`src/rtl/raster_field_seq.sv`:
```
module raster_field_seq #(
  parameter int LINE_CLKS  = 65,
  parameter int MID_CLK    = 32,
  parameter int CNT_W      = 9,
  parameter int PROG_LAST  = 260,
  parameter int LOWER_LAST = 261,
  parameter int UPPER_LAST = 262,
  parameter int VS_FIRST   = 3,
  parameter int VS_LAST    = 5,
  parameter int IL_BIT     = 7
) (
  input  logic             clk,
  input  logic             rst,
  input  logic             cfg_we,
  input  logic [7:0]       cfg_wdata,
  output logic [CNT_W-1:0] raster,
  output logic             field_odd,
  output logic             field_start,
  output logic             vsync
);
  localparam int HW = $clog2(LINE_CLKS);
  localparam logic [HW-1:0]    H_END = HW'(LINE_CLKS - 1);
  localparam logic [HW-1:0]    H_MID = HW'(MID_CLK - 1);
  localparam logic [CNT_W-1:0] L_PROG  = CNT_W'(PROG_LAST);
  localparam logic [CNT_W-1:0] L_LOWER = CNT_W'(LOWER_LAST);
  localparam logic [CNT_W-1:0] L_UPPER = CNT_W'(UPPER_LAST);
  localparam logic [CNT_W-1:0] L_MAX   = {CNT_W{1'b1}};

  logic [HW-1:0]    hcnt;
  logic [CNT_W-1:0] line, rc;
  logic il_live, act, odd, start_q, vs_q;

  function automatic logic in_vs(input logic [CNT_W-1:0] l);
    return (l >= CNT_W'(VS_FIRST)) && (l <= CNT_W'(VS_LAST));
  endfunction

  wire line_end = (hcnt == H_END);
  wire mid      = (hcnt == H_MID);
  wire upper    = act & ~odd;

  wire [CNT_W-1:0] last = (il_live & act) ? (odd ? L_LOWER : L_UPPER) : L_PROG;
  wire fld_end = line_end & ((line == last) | (line == L_MAX));

  wire [CNT_W-1:0] nline = fld_end ? '0 : line + 1'b1;
  wire nact   = fld_end ? il_live : act;
  wire nodd   = fld_end ? (il_live & (~act | ~odd)) : odd;
  wire nupper = nact & ~nodd;
  wire [CNT_W-1:0] mid_val = (upper && line == L_UPPER) ? '0 : line + 1'b1;

  always_ff @(posedge clk) begin
    if (rst) begin
      hcnt    <= '0;
      line    <= '0;
      rc      <= '0;
      il_live <= 1'b0;
      act     <= 1'b0;
      odd     <= 1'b0;
      start_q <= 1'b0;
      vs_q    <= 1'b0;
    end else begin
      if (cfg_we) il_live <= cfg_wdata[IL_BIT];
      start_q <= fld_end;
      if (line_end) begin
        hcnt <= '0;
        line <= nline;
        rc   <= nline;
        act  <= nact;
        odd  <= nodd;
        if (!nupper) vs_q <= in_vs(nline);
      end else begin
        hcnt <= hcnt + 1'b1;
        if (mid) begin
          rc <= mid_val;
          if (upper) vs_q <= in_vs(line);
        end
      end
    end
  end

  assign raster      = rc;
  assign field_odd   = odd;
  assign field_start = start_q;
  assign vsync       = vs_q;

  p_start_at_zero_r7: assert property (@(posedge clk) disable iff (rst)
    field_start |-> (raster == '0 && hcnt == '0));
  p_start_single_r7: assert property (@(posedge clk) disable iff (rst)
    field_start |=> !field_start);
  p_prog_parity_r5: assert property (@(posedge clk) disable iff (rst)
    !act |-> !field_odd);
  p_first_lower_r4: assert property (@(posedge clk) disable iff (rst)
    $rose(act) |-> field_odd);
  p_mode_at_boundary_r4: assert property (@(posedge clk) disable iff (rst)
    (act != $past(act)) |-> field_start);
  p_mid_step_r2: assert property (@(posedge clk) disable iff (rst)
    ($past(hcnt) == H_MID) |-> (raster == $past(raster) + CNT_W'(1) || raster == '0));
  p_line_start_hold_r2: assert property (@(posedge clk) disable iff (rst)
    (hcnt != '0 && hcnt != HW'(MID_CLK)) |-> $stable(raster));
endmodule

```
`config.mk`:
```
export PLATFORM = sky130hd
export DESIGN_NAME = raster_field_seq
export DESIGN_NICKNAME = d
export VERILOG_FILES = /design/src/rtl/raster_field_seq.sv
export SDC_FILE = /design/constraint.sdc
export NUM_CORES = 1
export LEC_CHECK = 0
export BUFFER_PORTS_ARGS = -buffer_cell sky130_fd_sc_hd__buf_2
export CAP_MARGIN = 20
export CORE_AREA = 2 2 69 55
export DETAILED_ROUTE_END_ITERATION = 8
export DIE_AREA = 0 0 71 57
export PLACE_DENSITY = 0.75
export SLEW_MARGIN = 20
export SYNTH_ARGS = -nofsm -noshare
export SYNTH_HDL_FRONTEND = slang
export SYNTH_SLANG_ARGS = --single-unit
```
`constraint.sdc`:
```
create_clock -name clk -period 3.1 [get_ports clk]
set_clock_uncertainty 0.1 [all_clocks]
set_input_delay 0.62 -clock clk [delete_from_list [all_inputs] [get_ports clk]]
set_output_delay 0.62 -clock clk [all_outputs]
set_load 0.05 [all_outputs]
```
==> summary.txt <==
Detailed routing
  • Total Routed Length: around 3.5 mm
  • Post-DRT Antenna Nets: 0
  • Via/cell ratio: approximately 5.6
  • DRC errors left: 0
  • Drt first-iter violations: between 100 and 150
  • DR WL/cell: 13.8 um
  • DR vias: 1428
  • DRT Pass-1 Iters: 4

Critical path
  • Worst Reg-to-Reg Cells: 8
  • Worst setup EP type: flip-flop
  • Worst reg2reg path startpoint: line[2]$_SDFFE_PP0P_
  • R2r endpoint: vsync$_SDFFE_PP0P_
  • Worst R2R Setup Slack: approximately 0.72 ns
  • Worst EP required: 3.19 ns
  • CP Class: flip-flop to flip-flop
  • Startpoint Class: flip-flop
  • Worst Path Arrival: around 2.5 ns
  • CP Max Fanout: 9

Pwr
  • Lkg Pwr: approximately 0.7 nW
  • Comb power frac: under 10%
  • Switch share: a little over a fifth
  • NetSw: around 0.16 mW
  • PwrDens: roughly 400 mW/mm^2
  • Sequential power share: a little over half
  • Worst vdd ir: 0.213 mV
  • Clock Power Share: 44.1%
  • Pint: between 0.5 and 0.6 mW

Yosys
  • Synth Register Bits: 30
  • Total nets after synthesis: between 200 and 250
  • Ys async rst share: 0%
  • Main synth FF type: dfxtp_1
  • Post-synthesis sequential area ratio: ~37%
  • Synth top area cells: dfxtp_1 (37%), a21oi_1 (5.5%), nand2_1 (5.3%)
  • Syn avg cell area: about 8.0 um^2
  • Synth Cell Area: roughly 0.0016 mm^2
  • Post-synthesis cell count: about 200
  • Yosys top cell area share: 37.0%
  • Netlist cell types: 43
  • Synth area leader: dfxtp_1
  • Post-synth EDFFs: 0
  • Syn. warnings: 0

Clock tree
  • CTS Buf Count: 5
  • Worst-Skew Late Latency: between 0.2 and 0.3 ns
  • Clk buf depth: 2
  • Clock root buffer: clkbuf_8
  • Post-CTS sizing: 0
  • CTS Sinks: 30
  • Clock transition at path regs: about 0.07 ns
  • Post-CTS setup buffer count: 0
  • Hold-fix buffers, CTS: 0
  • CTS HTree Levels: 2
  • TritonCTS clock tree: yes

Placed design
  • PortBufs: 15
  • RePlAce Congestion: just over 0.9
  • Placed Instance Area: approximately 0.0017 mm^2
  • DPL Wire Length: between 2 and 2.5 mm

Floorplanning
  • Area of the die: between 0.004 and 0.005 mm^2
  • Die H: around 57 um
  • Initial Util: a little under half
  • Row cnt: 19
  • Die width: roughly 70 um
  • Number of top-level pins: 23
  • Core area: 0.00345 mm^2

Timing
  • Slew margin rel.: 53.8%
  • Setup violators final: 0
  • Crit share post-route: between 70% and 80%
  • Final Hold Fails: 0
  • Final min period: 2.38 ns
  • Worst-Margin Slew: between 0.6 and 0.7 ns
  • Final setup TNS: 0 ns
  • Setup repair after global routing missed its margin: false
  • Final Slew Violations: 0
  • Fmax: around 420 MHz

Final layout
  • Finished layout cell area: between 0.0015 and 0.002 mm^2
  • Area Overhead vs Synth: 11.9%
  • Nets: 231
  • Ratio of cells with drive above 1 in the final layout: between 10% and 20%
  • ANT cells: 0

GRT
  • Vias in the first global route: between 1000 and 1500
  • GR Overflow Total: 0
  • First-pass GRT wire length: 6.22 mm
  • Total Routing Usage GR: between 10% and 20%
  • Largest net degree at the start of global routing: 33
  • Initial antenna violation count: 0

Min path
  • Hold Path End: raster[1]$_SDFFE_PP0P_
  • Min-Delay Path Depth: 2
  • Hold path start: raster[1]$_SDFFE_PP0P_
  • Worst hold path class: flip-flop to flip-flop

Status
  • Status: finished clean

Job
  • Max-cap viol count: 0
[worst max-delay path, stage by stage (launching register included)]
cell,delay (ns)
dfxtp_1,0.48
and3_1,0.27
nand3_1,0.16
nor2_1,0.18
ha_1,0.24
a311oi_1,0.07
o311ai_0,0.44
a21oi_1,0.12
a311oi_1,0.24
[cell usage after synthesis (3+ instances only)]
cell / instances
a21oi_1: 18
and2_1: 3
and3_1: 3
buf_2: 3
clkbuf_1: 10
dfxtp_1: 30
ha_1: 6
inv_1: 8
nand2_1: 23
nand3_1: 10
nor2_1: 15
nor3_1: 12
o21ai_0: 8
o32ai_1: 3
or3_1: 4
xnor2_1: 6
xor2_1: 5
[power groups by stage]
| stage | sequential (mW) | combinational, mW | clock [mW] |
|---|---|---|---|
| 2_1_floorplan | 0.402 | 0.0129 | 0 |
| 3_3_place_gp | 0.403 | 0.0172 | 0 |
| 3_5_place_dp | 0.403 | 0.0174 | 0 |
| 4_1_cts | 0.394 | 0.0174 | 0.332 |
| 5_1_grt | 0.394 | 0.0210 | 0.350 |
| 6_report | 0.394 | 0.0173 | 0.324 |
[placed cells by master (no fill, tap or decap), types with 2 or more instances in the layout]
cell type and n:
a211oi_1 2, a21oi_1 18, a2bb2oi_1 2, a311oi_1 2, and2_1 3, and3_1 3
buf_2 15, buf_4 3, clkbuf_8 6, dfxtp_1 30, ha_1 6, inv_1 8
nand2_1 23, nand3_1 10, nor2_1 15, nor3_1 12, nor3b_1 2, o211ai_1 2
o21ai_0 8, o21bai_1 2, o2bb2ai_1 2, o311ai_0 2, o32ai_1 3, or2_2 2
or3_1 4, xnor2_1 6, xor2_1 5
[cell families after synthesis]
kind of cell | after synthesis | synth area share (%)
simple gates | 82 | 25.2
compound gates | 51 | 21.6
flops | 30 | 37.0
buf+inv | 21 | 5.08
xor+xnor | 11 | 5.93
fa+ha+maj | 6 | 4.62
mux | 1 | 0.616
[state kept, by name (all words and copies together) (netlist names)]
| register | cells |
|---|---|
| field_start | 1 |
| field_odd | 1 |
| raster | 9 |
| il_live | 1 |
| hcnt | 7 |
| act | 1 |
| line | 9 |
| vsync | 1 |
[layout make-up]
| type | instances | area [um^2] |
|---|---|---|
| Fill cell | 354 | 1630 |
| Clock inverter | 2 | 12.5 |
| Inverter | 8 | 30.0 |
| Clock buffer | 6 | 82.6 |
| Multi-Input combinational cell | 151 | 942 |
| Tap cell | 42 | 52.6 |
| Timing Repair Buffer | 18 | 97.6 |
| Sequential cell | 30 | 601 |
[how the worst max path moves through the flow]
stage	startpoint	endpoint	slack (ns)	depth (start not counted)
floorplan	line[1]$_SDFFE_PP0P_	vsync$_SDFFE_PP0P_	0.53	10
global placement	line[2]$_SDFFE_PP0P_	vsync$_SDFFE_PP0P_	0.77	8
detailed placement	line[2]$_SDFFE_PP0P_	vsync$_SDFFE_PP0P_	0.74	8
CTS	line[2]$_SDFFE_PP0P_	vsync$_SDFFE_PP0P_	0.74	8
global route	line[2]$_SDFFE_PP0P_	vsync$_SDFFE_PP0P_	0.44	8
finish	line[2]$_SDFFE_PP0P_	vsync$_SDFFE_PP0P_	0.72	8
[per-stage QoR]
step                      utilization (%)  hold slack (ns)  setup WS [ns]  power [mW]  cells
after floorplan                         -            0.357          0.530       0.415    202
after detailed placement             50.0            0.340          0.743       0.420    249
after global placement               50.0            0.337          0.773       0.420    249
after global routing                 52.7            0.372          0.441       0.766    257
after CTS                            52.7            0.348          0.745       0.743    257
final                                52.7            0.347          0.718       0.735    257
[routing by layer]
layer	global-route usage (%)	vias up	wire [um]
met4	7.55	0	27
met2	29.6	37	1570
met5	0	-	0
met1	27.4	646	1730
li1	-	743	-
met3	4.77	2	210
Note: power is estimated with default switching activity, not from simulation.
